`src/rtl/fcd_pkg.sv`:
```
// Package: shared constants and types for the flag carrier detect.
// Assumes octets are eight bits wide; everything else is parameterised
// at the top module.
package fcd_pkg;

    localparam int OCT_W = 8;

    // Decision taken by the level controller on a strobed bit.
    typedef enum logic [1:0] {
        ACT_HOLD  = 2'd0,
        ACT_RAISE = 2'd1,
        ACT_DROP  = 2'd2
    } fcd_action_e;

endpackage

```
`src/rtl/fcd_shift_reg.sv`:
```
// Module: serial-in shift register, new bit enters at the MSB and
// older bits move toward bit 0. Exposes both the stored value and the
// value it will hold after a strobed shift, so that decisions can be
// based on post-shift contents in the same cycle.
// Assumes W >= 2. Synchronous active-low reset clears to zero.
module fcd_shift_reg #(
    parameter int W = 32
) (
    input  logic         clk,
    input  logic         rst_n,
    input  logic         shift_en,
    input  logic         din,
    output logic [W-1:0] q,
    output logic [W-1:0] q_next
);

    // Purpose: form the post-shift value (or hold when not strobed).
    always_comb begin
        if (shift_en) begin
            q_next = {din, q[W-1:1]};
        end else begin
            q_next = q;
        end
    end

    // Purpose: register the shift contents.
    always_ff @(posedge clk) begin
        if (!rst_n) begin
            q <= '0;
        end else begin
            q <= q_next;
        end
    end

endmodule

```
`src/rtl/fcd_octet_matcher.sv`:
```
// Module: compares the newest RUN_OCTETS octets of a history window
// against two idle patterns: a run of flags, and zero fill capped by
// one flag (flag in the newest octet, zeros in all older ones).
// Assumes the window's MSB octet is the most recent one. Purely
// combinational.
module fcd_octet_matcher
    import fcd_pkg::*;
#(
    parameter int               RUN_OCTETS = 3,
    parameter logic [OCT_W-1:0] FLAG_OCTET = 8'h7E,
    localparam int              WIN        = RUN_OCTETS * OCT_W
) (
    input  logic [WIN-1:0] window,
    output logic           flag_run,
    output logic           zero_fill
);

    logic [RUN_OCTETS-1:0] is_flag;
    logic [RUN_OCTETS-1:0] is_zero;

    // Purpose: classify each octet of the window on its own.
    for (genvar i = 0; i < RUN_OCTETS; i++) begin : g_oct
        assign is_flag[i] = (window[i*OCT_W +: OCT_W] == FLAG_OCTET);
        assign is_zero[i] = (window[i*OCT_W +: OCT_W] == '0);
    end

    // Purpose: combine octet classes into the two idle patterns.
    assign flag_run  = &is_flag;
    assign zero_fill = is_flag[RUN_OCTETS-1] & (&is_zero[RUN_OCTETS-2:0]);

endmodule

```
`src/rtl/fcd_level_ctrl.sv`:
```
// Module: holds the carrier level and emits a pulse on each change.
// A drop request takes priority over a raise request. Requests are
// only honoured on strobed cycles; the pulse lasts one cycle.
// Synchronous active-low reset.
module fcd_level_ctrl
    import fcd_pkg::*;
(
    input  logic clk,
    input  logic rst_n,
    input  logic strobe,
    input  logic want_up,
    input  logic want_down,
    output logic level,
    output logic level_chg
);

    fcd_action_e action;
    logic        level_next;

    // Purpose: choose the action, drop first.
    always_comb begin
        if (!strobe) begin
            action = ACT_HOLD;
        end else if (want_down) begin
            action = ACT_DROP;
        end else if (want_up) begin
            action = ACT_RAISE;
        end else begin
            action = ACT_HOLD;
        end
    end

    // Purpose: map the action to the next level.
    always_comb begin
        case (action)
            ACT_RAISE: level_next = 1'b1;
            ACT_DROP:  level_next = 1'b0;
            default:   level_next = level;
        endcase
    end

    // Purpose: register the level and the change pulse.
    always_ff @(posedge clk) begin
        if (!rst_n) begin
            level     <= 1'b0;
            level_chg <= 1'b0;
        end else begin
            level     <= level_next;
            level_chg <= (level_next != level);
        end
    end

endmodule

```
`src/rtl/flag_carrier_detect.sv`:
```
// Module: pattern-based carrier detect for a bit-serial HDLC receiver.
// Decoded bits build a history; raw bits build a transition run
// register. The carrier rises on a flag run or on zero fill capped by a
// flag, and falls on PAT_W raw ones. Evaluation uses post-shift
// contents. Assumes HIST_W >= RUN_OCTETS*8 and RUN_OCTETS >= 2.
module flag_carrier_detect
    import fcd_pkg::*;
#(
    parameter int               HIST_W     = 32,
    parameter int               PAT_W      = 8,
    parameter int               RUN_OCTETS = 3,
    parameter logic [OCT_W-1:0] FLAG_OCTET = 8'h7E
) (
    input  logic clk,
    input  logic rst_n,
    input  logic bit_vld,
    input  logic dec_bit,
    input  logic raw_bit,
    output logic carrier,
    output logic carrier_chg
);

    localparam int WIN = RUN_OCTETS * OCT_W;

    logic [HIST_W-1:0] hist_q;
    logic [HIST_W-1:0] hist_next;
    logic [PAT_W-1:0]  pat_q;
    logic [PAT_W-1:0]  pat_next;
    logic              flag_run;
    logic              zero_fill;
    logic              idle_line;
    logic              unused_fold;

    // Purpose: decoded-bit history.
    fcd_shift_reg #(.W(HIST_W)) u_hist (
        .clk      (clk),
        .rst_n    (rst_n),
        .shift_en (bit_vld),
        .din      (dec_bit),
        .q        (hist_q),
        .q_next   (hist_next)
    );

    // Purpose: raw-bit transition run register.
    fcd_shift_reg #(.W(PAT_W)) u_pat (
        .clk      (clk),
        .rst_n    (rst_n),
        .shift_en (bit_vld),
        .din      (raw_bit),
        .q        (pat_q),
        .q_next   (pat_next)
    );

    // Purpose: idle pattern match on the newest octets after the shift.
    fcd_octet_matcher #(
        .RUN_OCTETS (RUN_OCTETS),
        .FLAG_OCTET (FLAG_OCTET)
    ) u_match (
        .window    (hist_next[HIST_W-1 -: WIN]),
        .flag_run  (flag_run),
        .zero_fill (zero_fill)
    );

    // Purpose: no transitions over the whole run register.
    assign idle_line = &pat_next;

    // Purpose: level and change pulse.
    fcd_level_ctrl u_ctrl (
        .clk       (clk),
        .rst_n     (rst_n),
        .strobe    (bit_vld),
        .want_up   (flag_run | zero_fill),
        .want_down (idle_line),
        .level     (carrier),
        .level_chg (carrier_chg)
    );

    // Purpose: fold bits that only the checker observes.
    if (HIST_W > WIN) begin : g_fold_wide
        assign unused_fold = ^{hist_q, pat_q, hist_next[HIST_W-WIN-1:0]};
    end else begin : g_fold_exact
        assign unused_fold = ^{hist_q, pat_q};
    end

endmodule

```
`config.mk`:
```
export PLATFORM = sky130hd
export DESIGN_NAME = flag_carrier_detect
export DESIGN_NICKNAME = d
export VERILOG_FILES = /design/src/rtl/fcd_pkg.sv /design/src/rtl/fcd_shift_reg.sv /design/src/rtl/fcd_octet_matcher.sv /design/src/rtl/fcd_level_ctrl.sv /design/src/rtl/flag_carrier_detect.sv
export SDC_FILE = /design/constraint.sdc
export NUM_CORES = 1
export LEC_CHECK = 0
export ABC_AREA = 1
export BUFFER_PORTS_ARGS = -buffer_cell sky130_fd_sc_hd__buf_4
export CORE_ASPECT_RATIO = 1.25
export CORE_UTILIZATION = 55
export CTS_BUF_LIST = sky130_fd_sc_hd__clkbuf_2
export DETAILED_ROUTE_END_ITERATION = 16
export HOLD_SLACK_MARGIN = 0.12
export PLACE_DENSITY = 0.72
export SLEW_MARGIN = 5
export SYNTH_ARGS = -nofsm -noshare
export SYNTH_HDL_FRONTEND = slang
export SYNTH_SLANG_ARGS = --single-unit
```
`constraint.sdc`:
```
create_clock -name clk -period 2.58 [get_ports clk]
set_clock_uncertainty 0.15 [all_clocks]
set_input_delay 0.258 -clock clk [delete_from_list [all_inputs] [get_ports clk]]
set_output_delay 0.258 -clock clk [all_outputs]
set_load 0.005 [all_outputs]
```
==> metrics.txt, run 1 <==
Syn-to-layout area delta 7.44%; reg2reg end u_ctrl.level_chg$_SDFF_PN0_; post-route cell area 1750 sq um; GRT overflow 0; RSZ-0062 raised after global routing no; I/O pin count 7; Worst-Skew Late Latency 380 ps; Clock Path Buffers 2; fin crit period 2420 ps; GR Util All Layers 20.7%; leading cell type in the layout, fill and taps excluded nand2_1; CP cell instances dlygate4sd3_1 > buf_6 > inv_4 > nand2_1 > nand2_1 > and2_1 > nand2_1 > nor2_1 > nand2_1 > a21oi_2 > ha_1 > nor2_1 > o21ai_0 > o211a_1; synth unique cells 21; R2R Setup Slk 580 ps; element type at the critical path end flop; setup repair bufs after CTS 0; min-delay src u_hist.q[28]$_SDFF_PN0_; outcome finished, final reports clean; clk sinks 34; worst vdd ir 0.000337 V; PwrDens 520 nW/um^2; Port Buf Inserts 6; Arr. time, crit path 2540 ps; Buf/Inv on CP 3; DRC viols 0; placed cell areas 1670 sq um; via total after detailed routing 1436; slowest stage delay, CP 550 ps; register area share after synthesis 41.7%; Hold Path End u_hist.q[28]$_SDFF_PN0_; Rows 21; relative slew slack 72.3%; layout cells sized above 1 7.17%; critical path's slowest cell dlygate4sd3_1; Die Footprint 3190 sq um; setup_tns 0 ps; final WL 2880 um; flops & latches, synth 34; most frequent cells in the layout nand2_1 (95), nor2_1 (44), dfxtp_1 (34); Final Hold Vio Count 0; CP max FO 28; placed insts 287; Syn. warnings 0; WS Path Type in2reg; vias in the first global route 1230; Slew Limit Fails 0; largest net degree at the start of global routing 29; worst slack, placed 274 ps; Netlist Area Pre-Place 1630 sq um; Max Freq 412 MHz; worst hold path type reg2reg; Die X-Extent 50.7 um; CTS root buffer clkbuf_2; reg2reg path depth 11; period utilization 94.0%; Synth Instances 256; worst path required time 2700 ps; antenna cells 0; largest cells by area after synthesis dfxtp_1 (42%), nand2_1 (22%), nor2_1 (10%), inv_1 (6.9%), o21ai_0 (4.3%); area share of the largest cell type after synthesis 41.7%; initial drt markers 53; H-tree depth 2; Slew @ Worst Pin 415 ps; Worst setup SP type input pin; Die Y 62.9 um; Routed Antenna Nets 0; first-pass GRT wire length 4900 um; Final Wtd Congestion 0.766; Pleak 0.804 nW; # setup viols final 0; fin util 63.5%; family with the most delay on the worst path buffers and inverters; cell with the most instances on the worst path nand2_1; fin cells 299; TritonCTS clock tree yes; Core Box Area 2760 sq um; worst setup margin 155 ps; syn avg cell area 6.37 sq um; Synth Net Count 262; DRT Pass-1 Iters 4; initial cell density of the core 59.1%; Max-cap violations 0; total CTS buffers 5; Critical R2R Launch u_pat.q[7]$_SDFF_PN0_; WHS Path Cells 2; WL/cell 9.64 um; initial antenna violation count 0; Vias/cell 4.80; largest area contributor in the netlist dfxtp_1; DP HPWL 1970 um; Worst-path clk slew 160 ps; Nets 270
==> cell families (layout without fill, tap and decap cells) <==
group	count (synthesis)	in the layout	share of synthesized area [%]
AOI/OAI and AO/OA	31	31	10.4
and+or+nand+nor	148	148	35.1
buffers and inverters	42	51	12.0
adders and majority gates	1	1	0.767
DFF	34	34	41.7
==> per-stage QoR <==
step | hold WS (ps) | power [W]
6_report | 322 | 0.000912
2_1_floorplan | 246 | 0.000659
3_3_place_gp | 302 | 0.000678
5_1_grt | 346 | 0.000966
3_5_place_dp | 307 | 0.000678
4_1_cts | 328 | 0.000922
==> worst max path at each step <==
stage / end / start / depth (start not counted)
after floorplan: u_ctrl.level_chg$_SDFF_PN0_ / bit_vld / 12
after global placement: u_ctrl.level_chg$_SDFF_PN0_ / bit_vld / 13
after detailed placement: u_ctrl.level_chg$_SDFF_PN0_ / bit_vld / 13
after CTS: u_ctrl.level_chg$_SDFF_PN0_ / bit_vld / 14
after global routing: u_ctrl.level_chg$_SDFF_PN0_ / bit_vld / 14
final: u_ctrl.level_chg$_SDFF_PN0_ / bit_vld / 14
==> where the power goes <==
| group | switching (W) | internal [W] | total, W |
|---|---|---|---|
| registers | 0.00000910 | 0.000545 | 0.000554 |
| clock network | 0.000173 | 0.0000666 | 0.000240 |
| logic | 0.0000736 | 0.0000442 | 0.000118 |
==> cells in the mapped netlist, drive strengths merged <==
master   n
nor2    44
o21ai   17
nand3    4
or2      1
o211a    1
nand4    1
clkbuf   3
and2     2
inv     31
dfxtp   34
nand2   96
a211oi   1
ha       1
buf      8
a21oi   12
==> layout make-up <==
cell class | count | area [sq um]
multi-input combinational | 180 | 756
fill | 289 | 1010
tap | 34 | 42.5
inverter | 31 | 119
timing repair buffer | 12 | 116
clock inverter | 2 | 8.76
clock buffer | 6 | 30.0
sequential | 34 | 681
==> routing by layer <==
metal / vias to the layer above / routed length, um / GRT usage [%]
met5: - / 0 / 0
met4: 0 / 66 / 11.5
met3: 7 / 93 / 6.57
met2: 18 / 1310 / 33.2
met1: 621 / 1410 / 23.8
li1: 790 / - / -
==> worst min-delay path, cell delays in order (launching register included) <==
cell and delay [ps]:
dfxtp_1 340, nand2_1 60, a21oi_1 50
==> what timing repair did <==
action	in CTS	in global routing
hold buffers	4	0
endpoints found under the hold margin	7	0
endpoints found under the setup margin	0	1
gates resized for setup	0	1
==> flip-flops by register name, indices dropped and copies added (netlist names) <==
signal and flops:
u_ctrl.level_chg 1, u_ctrl.level 1, u_hist.q 24, u_pat.q 8
No activity file was read; power rests on OpenSTA's default activity.
==> run 2: changes to the inputs <==
--- a/config.mk
+++ b/config.mk
@@ -7,7 +7,7 @@
 export LEC_CHECK = 0
 export ABC_AREA = 1
 export BUFFER_PORTS_ARGS = -buffer_cell sky130_fd_sc_hd__buf_4
-export CORE_ASPECT_RATIO = 1.25
+export CAP_MARGIN = 20
 export CORE_UTILIZATION = 55
 export CTS_BUF_LIST = sky130_fd_sc_hd__clkbuf_2
 export DETAILED_ROUTE_END_ITERATION = 16
==> metrics.txt, run 2 (same netlist as run 1, synthesis figures left out) <==
Die Footprint 3190 sq um; Top reg by flops u_hist.q; worst vdd ir 0.000575 V; GRT overflow 0; Nets 270; Slew @ Worst Pin 436 ps; post-CTS resize count 0; most frequent cells in the layout nand2_1 (95), nor2_1 (44), dfxtp_1 (34); post-route cell area 1770 sq um; setup_tns 0 ps; CP max FO 42; DP HPWL 1950 um; H-tree depth 2; worst path required time 2720 ps; slowest stage delay, CP 540 ps; met3 global-route usage 7.60%; family with the most delay on the worst path buffers and inverters; first-pass GRT wire length 4940 um; Pleak 0.815 nW; Slew Limit Fails 0; clk sinks 34; Arr. time, crit path 2520 ps; Comb power frac 11.6%; Final Hold Vio Count 0; initial antenna violation count 0; Worst-Skew Late Latency 390 ps; Clock Path Buffers 2; Worst setup SP type input pin; GR Util All Layers 20.0%; sw frac 26.2%; total CTS buffers 5; DRC viols 0; Max Freq 420 MHz; PwrDens 574 nW/um^2; Die Y 56.5 um; initial drt markers 54; Max-cap violations 0; relative slew slack 70.9%; initial cell density of the core 58.7%; worst hold path type reg2reg; Port Buf Inserts 6; via total after detailed routing 1422; max reg flops 24; leading cell type in the layout, fill and taps excluded nand2_1; layout cells sized above 1 7.55%; antenna cells 0; Rows 19; final WL 2860 um; Clock power frac 33.8%; Worst-path clk slew 160 ps; GR peak layer met2; met2 Use GR 34.1%; CP cell instances dlygate4sd3_1 > buf_4 > buf_12 > o21ai_0 > nand2_1 > nor2_1 > nand3_1 > nand2_1 > a21oi_2 > ha_1 > nor2_1 > o21ai_0 > o211a_1; TritonCTS clock tree yes; Vias/cell 4.80; critical path's slowest cell dlygate4sd3_1; WL/cell 9.67 um; placed cell areas 1670 sq um; Routed Antenna Nets 0; WS Path Type in2reg; period utilization 92.4%; fin util 63.7%; largest net degree at the start of global routing 43; DRT Pass-1 Iters 4; CTS root buffer clkbuf_2; fin cells 296; Flop pwr share 54.6%; internal power 0.000750 W; vias in the first global route 1258; element type at the critical path end flop; # setup viols final 0; Die X-Extent 56.5 um; Largest regs u_hist.q x24, u_pat.q x8; Buf/Inv on CP 3; met1 Use GR 22.6%; RSZ-0062 raised after global routing no; Final Wtd Congestion 0.801; Core Box Area 2780 sq um; placed insts 284; fin crit period 2380 ps; I/O pin count 7; outcome finished, final reports clean; Syn-to-layout area delta 8.59%; Psw 0.000266 W
==> run 2: changes by cell type in the layout (fill, tap and decap cells not counted), sizes merged <==
| cell | delta |
|---|---|
| clkbuf | -1 |
| bufinv | +1 |
==> run 2: final timing paths <==
check / startpoint / endpoint / slack (ps) / cells past startpoint
setup / recovery: bit_vld / u_ctrl.level_chg$_SDFF_PN0_ / 200 / 13
hold / removal: u_hist.q[28]$_SDFF_PN0_ / u_hist.q[28]$_SDFF_PN0_ / 320 / 2
setup reg to reg: u_pat.q[5]$_SDFF_PN0_ / u_ctrl.level_chg$_SDFF_PN0_ / 610 / 11
hold reg to reg: u_hist.q[28]$_SDFF_PN0_ / u_hist.q[28]$_SDFF_PN0_ / 320 / 2
==> run 2: stage by stage <==
| stage | hold WS [ps] | power (W) | worst slack (ps) |
|---|---|---|---|
| after floorplan | 246 | 0.000659 | 634 |
| after detailed placement | 304 | 0.000679 | 351 |
| after CTS | 326 | 0.00103 | 214 |
| after global placement | 303 | 0.000678 | 392 |
| final | 321 | 0.00102 | 197 |
| after global routing | 342 | 0.00106 | 21.9 |
==> run 2: power groups by stage <==
stage	Sequential (W)	Combinational (W)	Clock [W]
after floorplan	0.000563	0.0000959	0
after global placement	0.000565	0.000113	0
after detailed placement	0.000565	0.000114	0
after CTS	0.000554	0.000119	0.000352
after global routing	0.000557	0.000135	0.000372
final	0.000554	0.000118	0.000344
==> run 2: worst min-delay path, stage by stage (launching register included) <==
cell     delay, ps
dfxtp_1        340
nand2_1         60
a21oi_1         50
==> run 2: final cells by class <==
cell class,instances,area [sq um]
Clock inverter,3,40.0
Fill cell,268,1010
Inverter,31,119
Tap cell,31,38.8
Timing Repair Buffer,12,113
Clock buffer,5,25.0
Multi-Input combinational cell,180,756
Sequential cell,34,681
==> run 2: timing repair <==
| action | CTS | global route |
|---|---|---|
| hold endpoints to repair | 8 | 0 |
| hold buffers | 4 | 0 |
| setup buffers | 0 | 0 |
==> run 2: layer usage <==
layer | wire [um] | up-vias | part of all wire [%]
met5 | 0 | - | 0
met1 | 1430 | 608 | 50
li1 | - | 790 | -
met4 | 44 | 0 | 1.5
met3 | 117 | 6 | 4.1
met2 | 1270 | 18 | 44
